## config.mk

```make
export PLATFORM = sky130hd
export DESIGN_NAME = flash_cmd_frontend
export DESIGN_NICKNAME = d
export VERILOG_FILES = /design/src/rtl/flash_fe_pkg.sv /design/src/rtl/flash_fe_sync.sv /design/src/rtl/flash_fe_rx.sv /design/src/rtl/flash_fe_tx.sv /design/src/rtl/flash_cmd_frontend.sv
export SDC_FILE = /design/constraint.sdc
export NUM_CORES = 1
export LEC_CHECK = 0
export ABC_AREA = 1
export BUFFER_PORTS_ARGS = -buffer_cell sky130_fd_sc_hd__buf_2
export CORE_AREA = 5 5 140 129
export DETAILED_ROUTE_END_ITERATION = 6
export DIE_AREA = 0 0 145 134
export GPL_TIMING_DRIVEN = 0
export MAX_ROUTING_LAYER = met4
export PLACE_DENSITY = 0.53
export SLEW_MARGIN = 10
export SYNTH_ARGS = -nofsm -noshare
export SYNTH_HDL_FRONTEND = slang
export SYNTH_SLANG_ARGS = --single-unit
```

## constraint.sdc

```tcl
create_clock -name clk -period 7.5 [get_ports clk]
set_input_delay 1.875 -clock clk [delete_from_list [all_inputs] [get_ports clk]]
set_output_delay 1.875 -clock clk [all_outputs]
set_load 0.01 [all_outputs]
```

## src/rtl/flash_fe_pkg.sv

```systemverilog
package flash_fe_pkg;
  typedef enum logic [2:0] {
    PH_CMD,
    PH_ADDR,
    PH_DIN,
    PH_DOUT,
    PH_SKIP
  } phase_t;

  localparam logic [7:0] OP_PROG     = 8'h02;
  localparam logic [7:0] OP_READ     = 8'h03;
  localparam logic [7:0] OP_QUAD_ON  = 8'h35;
  localparam logic [7:0] OP_QUAD_OFF = 8'hF5;
  localparam logic [7:0] OP_SOFT_RST = 8'h99;
endpackage

```

## src/rtl/flash_fe_sync.sv

```systemverilog
module flash_fe_sync #(
  parameter int            W       = 1,
  parameter int            STAGES  = 2,
  parameter logic [W-1:0]  RST_VAL = '0
) (
  input  logic         clk,
  input  logic         rst_n,
  input  logic [W-1:0] d,
  output logic [W-1:0] q
);
  logic [W-1:0] stage_q [STAGES];

  for (genvar s = 0; s < STAGES; s++) begin : g_stage
    logic [W-1:0] stage_d;
    if (s == 0) begin : g_first
      assign stage_d = d;
    end else begin : g_next
      assign stage_d = stage_q[s-1];
    end
    always_ff @(posedge clk or negedge rst_n) begin
      if (!rst_n) stage_q[s] <= RST_VAL;
      else        stage_q[s] <= stage_d;
    end
  end

  assign q = stage_q[STAGES-1];
endmodule

```

## src/rtl/flash_fe_rx.sv

```systemverilog
module flash_fe_rx
  import flash_fe_pkg::*;
#(
  parameter int ADDR_W = 24
) (
  input  logic              clk,
  input  logic              rst_n,
  input  logic              sck_rise,
  input  logic              cs_act,
  input  logic [3:0]        din,
  output logic              qpi,
  output logic              rd_phase,
  output logic              cmd_valid,
  output logic [7:0]        cmd_code,
  output logic              addr_valid,
  output logic [ADDR_W-1:0] addr,
  output logic              din_valid,
  output logic [7:0]        din_byte
);
  localparam int CNT_W = $clog2(ADDR_W);
  localparam logic [CNT_W-1:0] LAST_BYTE_S = CNT_W'(7);
  localparam logic [CNT_W-1:0] LAST_BYTE_Q = CNT_W'(1);
  localparam logic [CNT_W-1:0] LAST_ADDR_S = CNT_W'(ADDR_W - 1);
  localparam logic [CNT_W-1:0] LAST_ADDR_Q = CNT_W'(ADDR_W / 4 - 1);

  phase_t              phase_q, phase_nx;
  logic [CNT_W-1:0]    cnt_q, cnt_nx;
  logic [ADDR_W-1:0]   sh_q, sh_nx, sh_in;
  logic [ADDR_W-1:0]   addr_q, addr_nx;
  logic [7:0]          cmd_q, cmd_nx, byte_q, byte_nx;
  logic                qpi_q, qpi_nx;
  logic                cmd_v_q, cmd_v_nx, addr_v_q, addr_v_nx, din_v_q, din_v_nx;
  logic [CNT_W-1:0]    last_byte, last_addr;

  always_comb begin
    sh_in     = qpi_q ? {sh_q[ADDR_W-5:0], din} : {sh_q[ADDR_W-2:0], din[0]};
    last_byte = qpi_q ? LAST_BYTE_Q : LAST_BYTE_S;
    last_addr = qpi_q ? LAST_ADDR_Q : LAST_ADDR_S;
    phase_nx  = phase_q;
    cnt_nx    = cnt_q;
    sh_nx     = sh_q;
    addr_nx   = addr_q;
    cmd_nx    = cmd_q;
    byte_nx   = byte_q;
    qpi_nx    = qpi_q;
    cmd_v_nx  = 1'b0;
    addr_v_nx = 1'b0;
    din_v_nx  = 1'b0;
    if (!cs_act) begin
      phase_nx = PH_CMD;
      cnt_nx   = '0;
    end else if (sck_rise) begin
      sh_nx  = sh_in;
      cnt_nx = cnt_q + CNT_W'(1);
      unique case (phase_q)
        PH_CMD: if (cnt_q == last_byte) begin
          cnt_nx   = '0;
          cmd_v_nx = 1'b1;
          cmd_nx   = sh_in[7:0];
          phase_nx = PH_SKIP;
          case (sh_in[7:0])
            OP_READ, OP_PROG:         phase_nx = PH_ADDR;
            OP_QUAD_ON:               qpi_nx   = 1'b1;
            OP_QUAD_OFF, OP_SOFT_RST: qpi_nx   = 1'b0;
            default:                  ;
          endcase
        end
        PH_ADDR: if (cnt_q == last_addr) begin
          cnt_nx    = '0;
          addr_v_nx = 1'b1;
          addr_nx   = sh_in;
          phase_nx  = (cmd_q == OP_READ) ? PH_DOUT : PH_DIN;
        end
        PH_DIN: if (cnt_q == last_byte) begin
          cnt_nx   = '0;
          din_v_nx = 1'b1;
          byte_nx  = sh_in[7:0];
        end
        default: cnt_nx = cnt_q;
      endcase
    end
  end

  always_ff @(posedge clk or negedge rst_n) begin
    if (!rst_n) begin
      phase_q  <= PH_CMD;
      cnt_q    <= '0;
      sh_q     <= '0;
      addr_q   <= '0;
      cmd_q    <= '0;
      byte_q   <= '0;
      qpi_q    <= 1'b0;
      cmd_v_q  <= 1'b0;
      addr_v_q <= 1'b0;
      din_v_q  <= 1'b0;
    end else begin
      phase_q  <= phase_nx;
      cnt_q    <= cnt_nx;
      sh_q     <= sh_nx;
      addr_q   <= addr_nx;
      cmd_q    <= cmd_nx;
      byte_q   <= byte_nx;
      qpi_q    <= qpi_nx;
      cmd_v_q  <= cmd_v_nx;
      addr_v_q <= addr_v_nx;
      din_v_q  <= din_v_nx;
    end
  end

  assign qpi        = qpi_q;
  assign rd_phase   = (phase_q == PH_DOUT);
  assign cmd_valid  = cmd_v_q;
  assign cmd_code   = cmd_q;
  assign addr_valid = addr_v_q;
  assign addr       = addr_q;
  assign din_valid  = din_v_q;
  assign din_byte   = byte_q;

  assert_one_strobe_R2: assert property (@(posedge clk) disable iff (!rst_n)
    $onehot0({cmd_v_q, addr_v_q, din_v_q}));
  assert_quad_enter_R10: assert property (@(posedge clk) disable iff (!rst_n)
    (cmd_v_q && cmd_q == OP_QUAD_ON) |-> qpi_q);
  assert_quad_leave_R13: assert property (@(posedge clk) disable iff (!rst_n)
    (cmd_v_q && cmd_q == OP_QUAD_OFF) |-> !qpi_q);
  assert_soft_reset_R14: assert property (@(posedge clk) disable iff (!rst_n)
    (cmd_v_q && cmd_q == OP_SOFT_RST) |-> !qpi_q);
  assert_abort_clears_R9: assert property (@(posedge clk) disable iff (!rst_n)
    !cs_act |=> (phase_q == PH_CMD && cnt_q == '0));
  assert_abort_keeps_mode_R9: assert property (@(posedge clk) disable iff (!rst_n)
    !cs_act |=> $stable(qpi_q));
endmodule

```

## src/rtl/flash_fe_tx.sv

```systemverilog
module flash_fe_tx (
  input  logic       clk,
  input  logic       rst_n,
  input  logic       sck_fall,
  input  logic       cs_act,
  input  logic       rd_phase,
  input  logic       qpi,
  input  logic [7:0] rd_byte,
  output logic [3:0] io_o,
  output logic       oe,
  output logic       rd_load
);
  logic [2:0] left_q, left_nx;
  logic [7:0] osh_q, osh_nx, word;
  logic [3:0] io_q, io_nx;
  logic       oe_q, oe_nx, load_q, load_nx;

  always_comb begin
    word    = (left_q == 3'd0) ? rd_byte : osh_q;
    left_nx = left_q;
    osh_nx  = osh_q;
    io_nx   = io_q;
    oe_nx   = oe_q;
    load_nx = 1'b0;
    if (!cs_act) begin
      left_nx = 3'd0;
      io_nx   = 4'd0;
      oe_nx   = 1'b0;
    end else if (sck_fall && rd_phase) begin
      oe_nx   = 1'b1;
      load_nx = (left_q == 3'd0);
      if (qpi) begin
        io_nx  = word[7:4];
        osh_nx = {word[3:0], 4'd0};
      end else begin
        io_nx  = {2'b00, word[7], 1'b0};
        osh_nx = {word[6:0], 1'b0};
      end
      if (left_q == 3'd0) left_nx = qpi ? 3'd1 : 3'd7;
      else                left_nx = left_q - 3'd1;
    end
  end

  always_ff @(posedge clk or negedge rst_n) begin
    if (!rst_n) begin
      left_q <= 3'd0;
      osh_q  <= 8'd0;
      io_q   <= 4'd0;
      oe_q   <= 1'b0;
      load_q <= 1'b0;
    end else begin
      left_q <= left_nx;
      osh_q  <= osh_nx;
      io_q   <= io_nx;
      oe_q   <= oe_nx;
      load_q <= load_nx;
    end
  end

  assign io_o    = io_q;
  assign oe      = oe_q;
  assign rd_load = load_q;

  assert_drive_only_reading_R7: assert property (@(posedge clk) disable iff (!rst_n)
    oe_q |-> rd_phase);
  assert_release_on_deselect_R8: assert property (@(posedge clk) disable iff (!rst_n)
    !cs_act |=> !oe_q);
  assert_load_in_read_R6: assert property (@(posedge clk) disable iff (!rst_n)
    load_q |-> (rd_phase && oe_q));
endmodule

```

## src/rtl/flash_cmd_frontend.sv

```systemverilog
module flash_cmd_frontend
  import flash_fe_pkg::*;
#(
  parameter int ADDR_W      = 24,
  parameter int SYNC_STAGES = 2
) (
  input  logic              clk,
  input  logic              rst_n,
  input  logic              sck,
  input  logic              cs_n,
  input  logic [3:0]        io_i,
  output logic [3:0]        io_o,
  output logic [3:0]        io_oe,
  output logic              qpi_mode,
  output logic              cmd_valid,
  output logic [7:0]        cmd_code,
  output logic              addr_valid,
  output logic [ADDR_W-1:0] addr,
  output logic              data_valid,
  output logic [7:0]        data_byte,
  input  logic [7:0]        rd_byte,
  output logic              rd_load
);
  localparam int PIN_W = 6;

  logic [1:0]       rst_pipe;
  logic             rst_s_n;
  logic [PIN_W-1:0] pins_s;
  logic             sck_s, cs_s_n, sck_d;
  logic [3:0]       io_s;
  logic             sck_rise, sck_fall, cs_act;
  logic             rd_phase, qpi, oe;

  always_ff @(posedge clk or negedge rst_n) begin
    if (!rst_n) rst_pipe <= 2'b00;
    else        rst_pipe <= {rst_pipe[0], 1'b1};
  end
  assign rst_s_n = rst_pipe[1];

  flash_fe_sync #(
    .W      (PIN_W),
    .STAGES (SYNC_STAGES),
    .RST_VAL(6'b100000)
  ) u_sync (
    .clk  (clk),
    .rst_n(rst_s_n),
    .d    ({cs_n, sck, io_i}),
    .q    (pins_s)
  );
  assign cs_s_n = pins_s[5];
  assign sck_s  = pins_s[4];
  assign io_s   = pins_s[3:0];

  always_ff @(posedge clk or negedge rst_s_n) begin
    if (!rst_s_n) sck_d <= 1'b0;
    else          sck_d <= sck_s;
  end
  assign sck_rise = sck_s & ~sck_d;
  assign sck_fall = ~sck_s & sck_d;
  assign cs_act   = ~cs_s_n;

  flash_fe_rx #(.ADDR_W(ADDR_W)) u_rx (
    .clk       (clk),
    .rst_n     (rst_s_n),
    .sck_rise  (sck_rise),
    .cs_act    (cs_act),
    .din       (io_s),
    .qpi       (qpi),
    .rd_phase  (rd_phase),
    .cmd_valid (cmd_valid),
    .cmd_code  (cmd_code),
    .addr_valid(addr_valid),
    .addr      (addr),
    .din_valid (data_valid),
    .din_byte  (data_byte)
  );

  flash_fe_tx u_tx (
    .clk     (clk),
    .rst_n   (rst_s_n),
    .sck_fall(sck_fall),
    .cs_act  (cs_act),
    .rd_phase(rd_phase),
    .qpi     (qpi),
    .rd_byte (rd_byte),
    .io_o    (io_o),
    .oe      (oe),
    .rd_load (rd_load)
  );

  for (genvar l = 0; l < 4; l++) begin : g_lane_oe
    if (l == 1) begin : g_single
      assign io_oe[l] = oe & ~cs_n;
    end else begin : g_quad
      assign io_oe[l] = oe & qpi & ~cs_n;
    end
  end

  assign qpi_mode = qpi;
endmodule

```

### After elaboration in Yosys (flattened, before gate mapping)

Index checks and enable logic that the tools add are counted.

| cells by class | value |
|---|---|
| add/sub/neg operators | 2 |
| equal/unequal tests | 13 |
| reductions and logical operators | 19 |
| mux-type cells | 40 |
| bitwise logic cells | 9 |

Operator list:

| kind | count |
|---|---|
| 3-bit 2-to-1 mux | 10 |
| 5-bit 2-to-1 mux | 5 |
| 8-bit by 2-bit == test with 1-bit output (second input constant) | 3 |
| 24-bit 2-to-1 mux | 1 |
| 8-bit == test (second input constant) | 2 |
| 1-bit 2-to-1 mux | 16 |
| 8-bit 2-to-1 mux | 2 |
| 4-bit AND reduction | 4 |
| 4-bit 2-to-1 mux | 3 |
| 5-bit == test | 2 |
| 5-bit one-hot mux with 2 select lines | 1 |
| 8-bit by 6-bit == test with 1-bit output (second input constant) | 1 |
| 3-bit by 2-bit == test with 1-bit output (second input constant) | 2 |
| 3-bit logical NOT | 2 |
| 3-bit by 2-bit inequality test with 1-bit output (second input constant) | 2 |
| 3-bit one-hot mux with 2 select lines | 1 |
| 2-bit AND reduction | 3 |
| 2-bit nonzero test | 3 |
| 3-bit nonzero test | 2 |
| 2-bit OR reduction | 3 |
| 5-bit by 1-bit adder with 5-bit output (second input constant) | 1 |
| 1-bit AND | 5 |
| 5-bit AND reduction | 1 |
| 1-bit NOT | 4 |
| other kinds (4) | 4 |

| word-level totals | value |
|---|---|
| word-level logic and storage cells | 102 |
| bits of input ports | 16 |
| output and inout port bits | 53 |
| bits in registers | 107 |

### Logic depth before layout (Yosys ltp)

Gate-level depths: netlist (run 1).

| depth | value |
|---|---|
| depth after elaboration | 8 |
| depth in mapped cells | 13 |
| mapped depth without buffers | 11 |

### Modules after synthesis

Synthesis (run 1) repeated with hierarchy kept, for this count alone.

| second synthesis, totals | value |
|---|---|
| cell total of the unflattened synthesis | 581 |
| area, all modules | 4894.7 µm² |

Modules (own cells, without submodules):

| module | instances | area each (µm²) | cells each |
|---|---|---|---|
| flash_fe_rx | 1 | 3595.9 | 442 |
| flash_fe_tx | 1 | 865.8 | 112 |
| flash_fe_sync | 1 | 302.8 | 12 |
| flash_cmd_frontend | 1 | 130.1 | 15 |

### Least setup slack after synthesis (run 1)

Ideal clock, no wire load.

| timing | value |
|---|---|
| kind | input port to output port |
| start point | in cs_n |
| end point | out io_oe[2] |
| stages on the path | 2 |
| path buffers | 1 |
| arrival | 2.482 ns |
| slack | 3.143 ns |
| data required time | 5.625 ns |
| cells stage by stage | nor3_1 -> buf_4 |

| between the ends | value |
|---|---|
| longest elaborated chain between the ends | 2 |

RTL lines:

| element | RTL line | RTL |
|---|---|---|
| start: declaration | flash_cmd_frontend.sv:10 | `input logic cs_n,` |
| 1-bit NOT | flash_cmd_frontend.sv:95 | `assign io_oe[l] = oe & qpi & ~cs_n;` |
| 1-bit AND | flash_cmd_frontend.sv:95 |  |
| end: declaration | flash_cmd_frontend.sv:13 | `output logic [3:0] io_oe,` |

Every way passes these cells.

### Final worst setup path (run 1)

| timing | value |
|---|---|
| start point | in cs_n |
| end point | out io_oe[3] |

The elaborated chain is that of the path after synthesis.

==> results of run 1 <==
-- final timing paths --
check / startpoint / endpoint / slack, ns / depth (start not counted)
worst max-delay path: cs_n / io_oe[3] / 3.06 / 4
worst min-delay path: rst_pipe[1] / u_sync.g_stage[1].stage_d[4] / 0.35 / 0
worst max register to register: u_sync.q[5] / u_tx.osh_q[1] / 5.66 / 7
worst min register to register: rst_pipe[1] / u_sync.g_stage[1].stage_d[4] / 0.35 / 0
max in group asynchronous: rst_n / rst_pipe[1] / 6.09 / 1
min in group clk: u_sync.g_stage[1].stage_d[0] / u_sync.q[0] / 0.35 / 0
-- layout make-up --
cell class                      instances  area share
Multi-Input combinational cell        379       0.311
Sequential cell                       106       0.460
Inverter                               56      0.0370
Buffer                                 23      0.0264
Timing Repair Buffer                   69      0.0636
Clock inverter                          4      0.0128
Clock buffer                           12      0.0443
Tap cell                              211      0.0456
-- cells in the mapped netlist --
cell type  instances
nor2_1            32
o21ai_2           10
nand2_1          202
dfstp_2            2
buf_6              6
a21oi_1            4
ha_1               3
o21ai_0           59
xor2_1             2
nand4_2            1
o211ai_1           2
clkbuf_1           4
or2_2              2
o22ai_1            3
nand3b_4           1
nand3_2            1
inv_4              1
nor2_4             4
inv_2              6
nand3_4            3
clkinv_2           1
dfrtp_1          104
mux2_2             1
nand2_2            6
o31ai_1            3
conb_1             1
nor2_2             2
nor3_1             1
buf_2             11
a21boi_0           1
inv_1             48
o21ai_1           21
buf_4              2
nand3_1           14
-- layer usage --
metal | vias to the layer above | GRT usage | wire (um)
met2 | 92 | 0.183 | 5280
met4 | 0 | 0.0335 | 115
met3 | 11 | 0.0297 | 485
met1 | 1867 | 0.177 | 5940
met5 | - | - | 0
li1 | 1945 | - | -
-- cell families (layout without fill, tap and decap cells) --
kind of cell             after synthesis  after routing
AO/OA/AOI/OAI                        103            103
XOR/XNOR                               2              2
adder cells (fa/ha/maj)                3              3
buffers and inverters                 79            164
flip-flops                           106            106
multiplexers                           1              1
other                                  1              1
AND/OR/NAND/NOR                      269            269
-- state kept, by name, indices dropped and copies added, names as in the netlist --
register                cells
u_rx.addr_valid             1
u_tx.left_q                 3
u_tx.oe                     1
u_rx.cnt_q                  5
u_rx.sh_q                  23
u_rx.cmd_valid              1
u_sync.q                    6
u_rx.cmd_code               8
u_rx.din_valid              1
u_rx.din_byte               8
rst_pipe                    2
u_tx.io_o                   4
u_sync.g_stage.stage_d      6
u_tx.rd_load                1
u_rx.addr                  24
u_rx.phase_q                3
u_rx.qpi                    1
sck_d                       1
u_tx.osh_q                  7
-- report_power, final --
part           total [uW]  switching, uW  internal, uW  leakage (uW)
sequential            669           44.6           624       0.00142
clock                 518            207           311      0.000163
combinational         264            177          86.9       0.00137
-- stage by stage --
| stage | util | instance area [um^2] | hold WS, ns | power [uW] |
|---|---|---|---|---|
| global placement | 0.329 | 5420 | 0.338 | 930 |
| global route | 0.351 | 5790 | 0.360 | 1540 |
| finish | 0.351 | 5790 | 0.350 | 1450 |
| detailed placement | 0.331 | 5460 | 0.339 | 943 |
| floorplan | - | 4820 | 0.331 | 865 |
| CTS | 0.351 | 5790 | 0.356 | 1470 |
-- critical path: stages --
cell and delay, ns:
buf_2 0.12, nor3_1 0.29, buf_4 0.16, buf_2 0.11
==> summary.md, run 1 <==
| Metric | Value |
|---|---|
| Crit path capture type | `primary output` |
| Post-synthesis xor/xnor area fraction | `0.00363` |
| Post-CTS setup buffers | `0` |
| Distinct cells, synth | `34` |
| Worst-path maximum fanout | `3` |
| Dominant cells by area after synthesis | `dfrtp_1, nand2_1, o21ai_0` |
| Die footprint | `19400 um^2` |
| Slew Limit Fails | `0` |
| Die Height | `134 um` |
| First-pass GRT wire length | `19.7 mm` |
| Synth Net Count | `around 580` |
| Synthesized cell area | `4820 um^2` |
| Port Buffers | `68` |
| Root Driver | `clkbuf_16` |
| Pre-antenna DRT Iters | `7` |
| Final worst slack | `~3.1 ns` |
| Initial Util | `0.292` |
| Synth Area in Adders | `0.00779` |
| Main combinational cell family by area after synthesis | `simple AND/OR/NAND/NOR gates` |
| GRT Resource Usage Total | `0.126` |
| Setup violations, final | `0` |
| Multi-input combinational cell area | `1800 um^2` |
| Longest Clk Path Bufs | `2` |
| Crit path kind | `in -> out` |
| LEAKAGE | `0.00295 uW` |
| Tmin final | `4.44 ns` |
| Antenna viol nets, final | `0` |
| Residual DRC | `1` |
| Post-DP HPWL | `between 8 and 9 mm` |
| Synth Register Bits | `about 110` |
| Most used cells in the layout excluding fill and tap cells | `nand2_1, dfrtp_1, buf_2` |
| FILL cells | `1758` |
| Via Count | `3915` |
| Setup tns final | `0 ns` |
| Post-synth top area cell | `dfrtp_1` |
| # diodes | `0` |
| Pre-CTS setup slack | `3.05 ns` |
| Cts repair resizes | `0` |
| Top cell type's share of synthesized area | `0.540` |
| Clock slew at reported path FFs | `about 0.07 ns` |
| Commonest non-fill, non-tap cell in the layout | `nand2_1` |
| Vias/cell | `between 4 and 5` |
| Final Hold Vio Count | `0` |
| Initial antenna violation count | `0` |
| CORE AREA | `16500 um^2` |
| Worst skew pair latency | `0.34 ns` |
| Unrepaired setup endpoints after global routing | `false` |
| Maximum VDD drop | `147 uV` |
| Pwr Density | `251 nW/um^2` |
| WL final | `around 12 mm` |
| Final #Nets | `663` |
| Vias in the first global route | `3860` |
| Crit path DAT | `2.56 ns` |
| Status | `complete, but fails checks` |
| WP data required | `5.62 ns` |
| Register area | `approximately 2700 um^2` |
| GRT overflow | `0` |
| Width of the die | `approximately 150 um` |
| Avg Cell Area, Syn | `about 8.5 um^2` |
| Period utilisation layout | `0.592` |
| Slew headroom | `0.597` |
| CTS HTree Levels | `3` |
| Max-cap violations | `0` |
| Placed Cells | `844` |
| WL/cell | `around 14 um` |
| Clock sink total | `around 110` |
| Multiplexer share of the synthesized area | `0.00234` |
| Sequential fraction of the synthesis area | `0.551` |
| Layout cells sized above 1 | `0.223` |
| Num rows | `45` |
| Worst clock skew | `between 0.005 and 0.006 ns` |
| Largest net degree at the start of global routing | `62` |
| Failing checks | `DRC` |
| Final Non-Filler Cells | `860` |
| DR iter-0 viols | `324` |
| Synth Area in Compound Gates | `0.119` |
| Startpoint Class | `input port` |
| Yosys warnings | `0` |
| CTS buffer count | `9` |
| Cells after synthesis | `564` |
| Hold buffer count at CTS | `0` |
| Hold WC Path Type | `reg -> async` |
| F_max | `0.225 GHz` |
| Clock tree from TritonCTS | `yes` |
| GPL Wtd Cong | `0.816` |
| P&R area growth vs syn | `20.0%` |
| Worst Tran Pin Value | `0.604 ns` |
| Simple-gate share of the synthesized area | `0.240` |
| I/O pin total | `69` |
(Power assumes the default switching activity.)
==> run 2, diff against run 1 <==
--- a/config.mk
+++ b/config.mk
@@ -12,7 +12,7 @@
 export DIE_AREA = 0 0 145 134
 export GPL_TIMING_DRIVEN = 0
 export MAX_ROUTING_LAYER = met4
-export PLACE_DENSITY = 0.53
+export PLACE_DENSITY = 0.54
 export SLEW_MARGIN = 10
 export SYNTH_ARGS = -nofsm -noshare
 export SYNTH_HDL_FRONTEND = slang
==> constraint.sdc (replaced) <==
create_clock -name clk -period 4 [get_ports clk]
set_input_delay 1 -clock clk [delete_from_list [all_inputs] [get_ports clk]]
set_output_delay 1 -clock clk [all_outputs]
set_load 0.01 [all_outputs]
==> summary.md, run 2 (same netlist as run 1, synthesis figures left out) <==
| Metric | Value |
|---|---|
| Hold WC Path Type | `reg -> async (unchanged)` |
| Crit path depth | `4 (unchanged)` |
| Final Non-Filler Cells | `861 (was 860)` |
| Crit path from | `cs_n (unchanged)` |
| Max reg flops | `24 (unchanged)` |
| Most used cells in the layout excluding fill and tap cells | `nand2_1, dfrtp_1, buf_2 (unchanged)` |
| GRT overflow | `0 (unchanged)` |
| Status | `complete, no violations (was complete, but fails checks)` |
| Pre-antenna DRT Iters | `4 (was 7)` |
| GPL Wtd Cong | `0.855 (was 0.816)` |
| CORE AREA | `16500 um^2 (unchanged)` |
| GRT Resource Usage Total | `0.127 (was 0.126)` |
| Register area | `2660 um^2 (unchanged)` |
| Final Hold Vio Count | `0 (unchanged)` |
| R2r endpoint | `u_tx.osh_q[2] (was u_tx.osh_q[1])` |
| Crit path DAT | `1.69 ns (was 2.56 ns)` |
| Unrepaired setup endpoints after global routing | `false (unchanged)` |
| # diodes | `0 (unchanged)` |
| Clock sink total | `106 (unchanged)` |
| Vias in the first global route | `3955 (was 3860)` |
| Reg2reg path depth | `7 (unchanged)` |
| CP dominant cell by count | `buf_2 (unchanged)` |
| Clock slew at reported path FFs | `0.07 ns (about the same)` |
| Worst-path maximum fanout | `3 (unchanged)` |
| CP top delay family | `buffers and inverters (unchanged)` |
| Post-DP HPWL | `8.72 mm (was 8.46 mm)` |
| F_max | `0.372 GHz` |
| Crit path kind | `in -> out (unchanged)` |
| CP cell instances | `buf_2, nor3_1, buf_4, buf_2 (unchanged)` |
| Layout cells sized above 1 | `0.225 (was 0.223)` |
| WP data required | `3.00 ns (was 5.62 ns)` |
| Final #Nets | `664 (was 663)` |
| Longest Clk Path Bufs | `2 (unchanged)` |
| Placed Cells | `845 (was 844)` |
| Reg-to-Reg Start | `u_sync.q[5] (unchanged)` |
| Slew Limit Fails | `0 (unchanged)` |
| Crit path capture type | `primary output (unchanged)` |
| FILL cells | `1732 (was 1758)` |
| Crit path largest cell delay | `0.29 ns (about the same)` |
| I/O pin total | `69 (unchanged)` |
| Largest net degree at the start of global routing | `38 (was 62)` |
| Max-cap violations | `0 (unchanged)` |
| R2R Setup Slk | `2.20 ns (was 5.66 ns)` |
| Slew headroom | `0.622 (was 0.597)` |
| Clock tree from TritonCTS | `yes (unchanged)` |
| P&R area growth vs syn | `19.8% (was 20.0%)` |
| Crit path to | `io_oe[3] (unchanged)` |
| DR iter-0 viols | `285 (was 324)` |
| CTS HTree Levels | `3 (unchanged)` |
| Initial antenna violation count | `0 (unchanged)` |
| Period utilisation layout | `0.672` |
| Vias/cell | `4.53 (was 4.55)` |
| Root Driver | `clkbuf_16 (unchanged)` |
| Num rows | `45 (unchanged)` |
| Worst Tran Pin Value | `0.561 ns (was 0.604 ns)` |
| Slowest-stage cell, CP | `nor3_1 (unchanged)` |
| Setup tns final | `0 ns (unchanged)` |
| Die footprint | `19400 um^2 (unchanged)` |
| Worst skew pair latency | `0.35 ns (was 0.34 ns)` |
| Residual DRC | `0 (was 1)` |
| Crit path buf inv count | `3 (unchanged)` |
| Startpoint Class | `input port (unchanged)` |
| Die Height | `134 um (unchanged)` |
| WL final | `11.8 mm (about the same)` |
| WL/cell | `13.6 um (was 13.7 um)` |
| First-pass GRT wire length | `19.7 mm (about the same)` |
| Setup violations, final | `0 (unchanged)` |
| Hold buffer count at CTS | `0 (unchanged)` |
| Layout Utilization | `0.350 (was 0.351)` |
| Pwr Density | `460 nW/um^2 (was 251 nW/um^2)` |
| Post-CTS setup buffers | `0 (unchanged)` |
| Via Count | `3903 (was 3915)` |
| Tmin final | `2.69 ns` |
| Port Buffers | `68 (unchanged)` |
| Maximum VDD drop | `211 uV (was 147 uV)` |
| Width of the die | `145 um (unchanged)` |
| Cts repair resizes | `0 (unchanged)` |
| Multi-input combinational cell area | `1800 um^2 (unchanged)` |
| LEAKAGE | `0.00294 uW (was 0.00295 uW)` |
| Initial Util | `0.292 (unchanged)` |
| Worst clock skew | `0.00610 ns (was 0.00582 ns)` |
| CTS buffer count | `9 (unchanged)` |
| Commonest non-fill, non-tap cell in the layout | `nand2_1 (unchanged)` |
| Antenna viol nets, final | `0 (unchanged)` |
==> run 2: worst min-delay path by stage <==
stage	start	endpoint	slack, ns
detailed placement	rst_pipe[1]	u_rx.cmd_valid	0.29
floorplan	rst_pipe[0]	rst_pipe[1]	0.33
global route	rst_pipe[1]	u_rx.cmd_valid	0.33
finish	rst_pipe[1]	u_rx.cmd_valid	0.28
global placement	u_sync.g_stage[1].stage_d[0]	u_sync.q[0]	0.34
CTS	rst_pipe[1]	u_rx.cmd_valid	0.30
==> run 2: area by class of cell <==
cell class	instances	area share
plain buffers	23	0.0264
flip-flops and latches	106	0.461
clock inverters	5	0.0106
repair buffers	70	0.0659
clock buffers	11	0.0421
well taps	211	0.0457
multi-input cells	379	0.312
inverters	56	0.0371
==> run 2: worst reg2reg max path, stage by stage (launching register included) <==
cell     delay, ns
dfstp_2       0.52
buf_2         0.21
inv_1         0.17
o21ai_2       0.19
nand2_2       0.20
buf_2         0.24
nand2_1       0.08
o31ai_1       0.06
==> run 2: routing by layer <==
layer / GRT usage / wire [um] / vias to the layer above / part of all wire
met5: - / 0 / - / 0
met3: 0.0355 / 513 / 8 / 0.044
met1: 0.175 / 5900 / 1869 / 0.50
met4: 0.0256 / 98 / 0 / 0.0083
met2: 0.187 / 5240 / 92 / 0.45
li1: - / - / 1934 / -
==> run 2: stage by stage <==
stage               hold slack (ns)  total power [uW]  worst slack, ns  instance area, um^2
floorplan                     0.331              1620            0.832                 4820
global placement              0.337              1740           -0.385                 5420
detailed placement            0.294              1770             1.31                 5470
CTS                           0.301              2690             1.30                 5770
global route                  0.333              2820             1.25                 5770
finish                        0.279              2650             1.31                 5770
==> run 2: power by group <==
| part | leakage [uW] | total [uW] | internal [uW] | switching, uW |
|---|---|---|---|---|
| clock | 0.000151 | 910 | 508 | 402 |
| sequential | 0.00142 | 1250 | 1170 | 77.4 |
| combinational | 0.00137 | 496 | 164 | 331 |
==> run 3, diff against run 2 <==
==> constraint.sdc (replaced) <==
create_clock -name clk -period 2.45 [get_ports clk]
set_input_delay 0.6125 -clock clk [delete_from_list [all_inputs] [get_ports clk]]
set_output_delay 0.6125 -clock clk [all_outputs]
set_load 0.01 [all_outputs]
==> summary.md, run 3 (same netlist as run 1, synthesis figures left out) <==
| Metric | Value |
|---|---|
| Status | `complete, no violations (unchanged)` |
| Fin area | `5750 um^2 (was 5770 um^2)` |
| Post-CTS setup buffers | `0 (unchanged)` |
| Reg-to-Reg Start | `u_sync.q[5] (unchanged)` |
| Port Buffers | `68 (unchanged)` |
| Startpoint Class | `register (was input port)` |
| Max-cap violations | `0 (unchanged)` |
| Final Hold Vio Count | `0 (unchanged)` |
| Max reg flops | `24 (unchanged)` |
| CTS buffer count | `9 (unchanged)` |
| DR iter-0 viols | `220 (was 285)` |
| Clock slew at reported path FFs | `0.07 ns (about the same)` |
| WP data required | `1.84 ns (was 3.00 ns)` |
| CORE AREA | `16500 um^2 (unchanged)` |
| Maximum VDD drop | `342 uV (was 211 uV)` |
| Post-DP HPWL | `8.45 mm (was 8.72 mm)` |
| Commonest non-fill, non-tap cell in the layout | `nand2_1 (unchanged)` |
| Clk pwr share | `0.339 (was 0.343)` |
| R2R Setup Slk | `0.62 ns (was 2.20 ns)` |
| GRT Resource Usage Total | `0.127 (about the same)` |
| Slew Limit Fails | `0 (unchanged)` |
| Reg2reg path depth | `7 (unchanged)` |
| First-pass GRT wire length | `20.0 mm (was 19.7 mm)` |
| Initial Util | `0.292 (unchanged)` |
| Hold WC Path Type | `in -> async (was reg -> async)` |
| Dpl cell area | `5460 um^2 (was 5470 um^2)` |
| Largest net degree at the start of global routing | `59 (was 38)` |
| Vias in the first global route | `4076 (was 3955)` |
| Die Height | `134 um (unchanged)` |
| Hold buffer count at CTS | `0 (unchanged)` |
| Initial antenna violation count | `0 (unchanged)` |
| Pre-antenna DRT Iters | `5 (was 4)` |
| Part of the power in registers | `0.474 (was 0.470)` |
| Tmin final | `2.23 ns` |
| Most used cells in the layout excluding fill and tap cells | `nand2_1, dfrtp_1, buf_2 (unchanged)` |
| Comb power frac | `0.187 (about the same)` |
| Net Sw Frac | `0.303 (was 0.306)` |
| Clock tree from TritonCTS | `yes (unchanged)` |
| Pwr Density | `748 nW/um^2 (was 460 nW/um^2)` |
| Worst-path maximum fanout | `10 (was 3)` |
| GRT overflow | `0 (unchanged)` |
| FILL cells | `1720 (was 1732)` |
| Clock sink total | `106 (unchanged)` |
| Final Non-Filler Cells | `860 (was 861)` |
| Antenna viol nets, final | `0 (unchanged)` |
| WL/cell | `13.5 um (was 13.6 um)` |
| Crit path capture type | `primary output (unchanged)` |
| Sw Pwr | `1310 uW (was 811 uW)` |
| Vias/cell | `4.55 (was 4.53)` |
| Residual DRC | `0 (unchanged)` |
| Worst Tran Pin Value | `0.640 ns (was 0.561 ns)` |
| # diodes | `0 (unchanged)` |
| Crit path DAT | `1.62 ns (was 1.69 ns)` |
| R2r endpoint | `u_tx.osh_q[3] (was u_tx.osh_q[2])` |
| Root Driver | `clkbuf_16 (unchanged)` |
| Crit path from | `u_rx.qpi (was cs_n)` |
| Unrepaired setup endpoints after global routing | `false (unchanged)` |
| Width of the die | `145 um (unchanged)` |
| Crit path kind | `reg -> out (was in -> out)` |
| Placed Cells | `844 (was 845)` |
| Via Count | `3915 (was 3903)` |
| Longest Clk Path Bufs | `2 (unchanged)` |
| Slew headroom | `0.573 (was 0.622)` |
| Num rows | `45 (unchanged)` |
| Worst skew pair latency | `0.35 ns (about the same)` |
| CTS HTree Levels | `3 (unchanged)` |
| Setup tns final | `0 ns (unchanged)` |
| Cell Int Power | `3000 uW (was 1840 uW)` |
| I/O pin total | `69 (unchanged)` |
| F_max | `between 0.4 and 0.5 GHz` |
| Layout cells sized above 1 | `0.222 (was 0.225)` |
| Period utilisation layout | `0.910` |
| P&R area growth vs syn | `19.4% (was 19.8%)` |
| WL final | `11.6 mm (was 11.8 mm)` |
| Cts repair resizes | `0 (unchanged)` |
| Final #Nets | `663 (was 664)` |
| Worst clock skew | `0.00863 ns (was 0.00610 ns)` |
| Setup violations, final | `0 (unchanged)` |
| Die footprint | `19400 um^2 (unchanged)` |
| LEAKAGE | `0.00292 uW (was 0.00294 uW)` |
| GPL Wtd Cong | `0.852 (was 0.855)` |
-- run 3: cell types whose count changed in the layout (fill, tap and decap cells not counted), sizes merged --
cell | before | now
clkinv | 3 | 1
clkbuf | 15 | 16
inv | 57 | 55
buf | 89 | 88
clkinvlp | 0 | 3
-- run 3: how the worst max path moves through the flow --
| stage | cells past startpoint | slack [ns] | to |
|---|---|---|---|
| 2_1_floorplan | 5 | 0.53 | io_oe[2] |
| 3_3_place_gp | 0 | 0.03 | u_rx.addr[16] |
| 3_5_place_dp | 4 | 0.52 | io_oe[2] |
| 4_1_cts | 6 | 0.18 | io_oe[2] |
| 5_1_grt | 6 | 0.1 | io_oe[3] |
| 6_report | 6 | 0.22 | io_oe[2] |
-- run 3: worst max-delay path, cell delays in order, from the launching register on --
cell     delay [ns]
dfrtp_1        0.36
buf_6          0.15
inv_4          0.06
buf_6          0.15
nor3_1         0.28
buf_4          0.16
buf_2          0.11
-- run 3: layer usage --
metal | GRT usage | vias up | part of all wire
met2 | 0.186 | 115 | 0.44
met3 | 0.0328 | 17 | 0.060
met4 | 0.0371 | 0 | 0.014
li1 | - | 1930 | -
met5 | - | - | 0
met1 | 0.173 | 1853 | 0.49
-- run 3: per-stage QoR --
stage | worst slack (ns) | utilization | hold WS, ns | power [uW]
detailed placement | 0.524 | 0.331 | 0.336 | 2880
global route | 0.0959 | 0.349 | 0.0214 | 4570
CTS | 0.180 | 0.349 | 0.0245 | 4360
floorplan | 0.533 | - | 0.317 | 2650
finish | 0.220 | 0.349 | 0.0369 | 4300
global placement | 0.0263 | 0.329 | 0.338 | 2840
-- run 3: power by group through the flow --
stage                     Clock [uW]  Combinational (uW)  Sequential, uW
final                           1460                 804            2040
after global routing            1570                 928            2070
after CTS                       1500                 810            2040
after detailed placement           0                 803            2080
after global placement             0                 757            2090
after floorplan                    0                 588            2060
-- run 3: layout make-up --
type                       instances  area (um^2)  share of cell area
timing repair buffer              69          368              0.0639
sequential                       106         2660               0.462
inverter                          56          214              0.0372
tap                              211          264              0.0459
multi-input combinational        379         1800               0.312
clock inverter                     4         52.6             0.00913
clock buffer                      12          246              0.0428
buffer                            23          153              0.0265
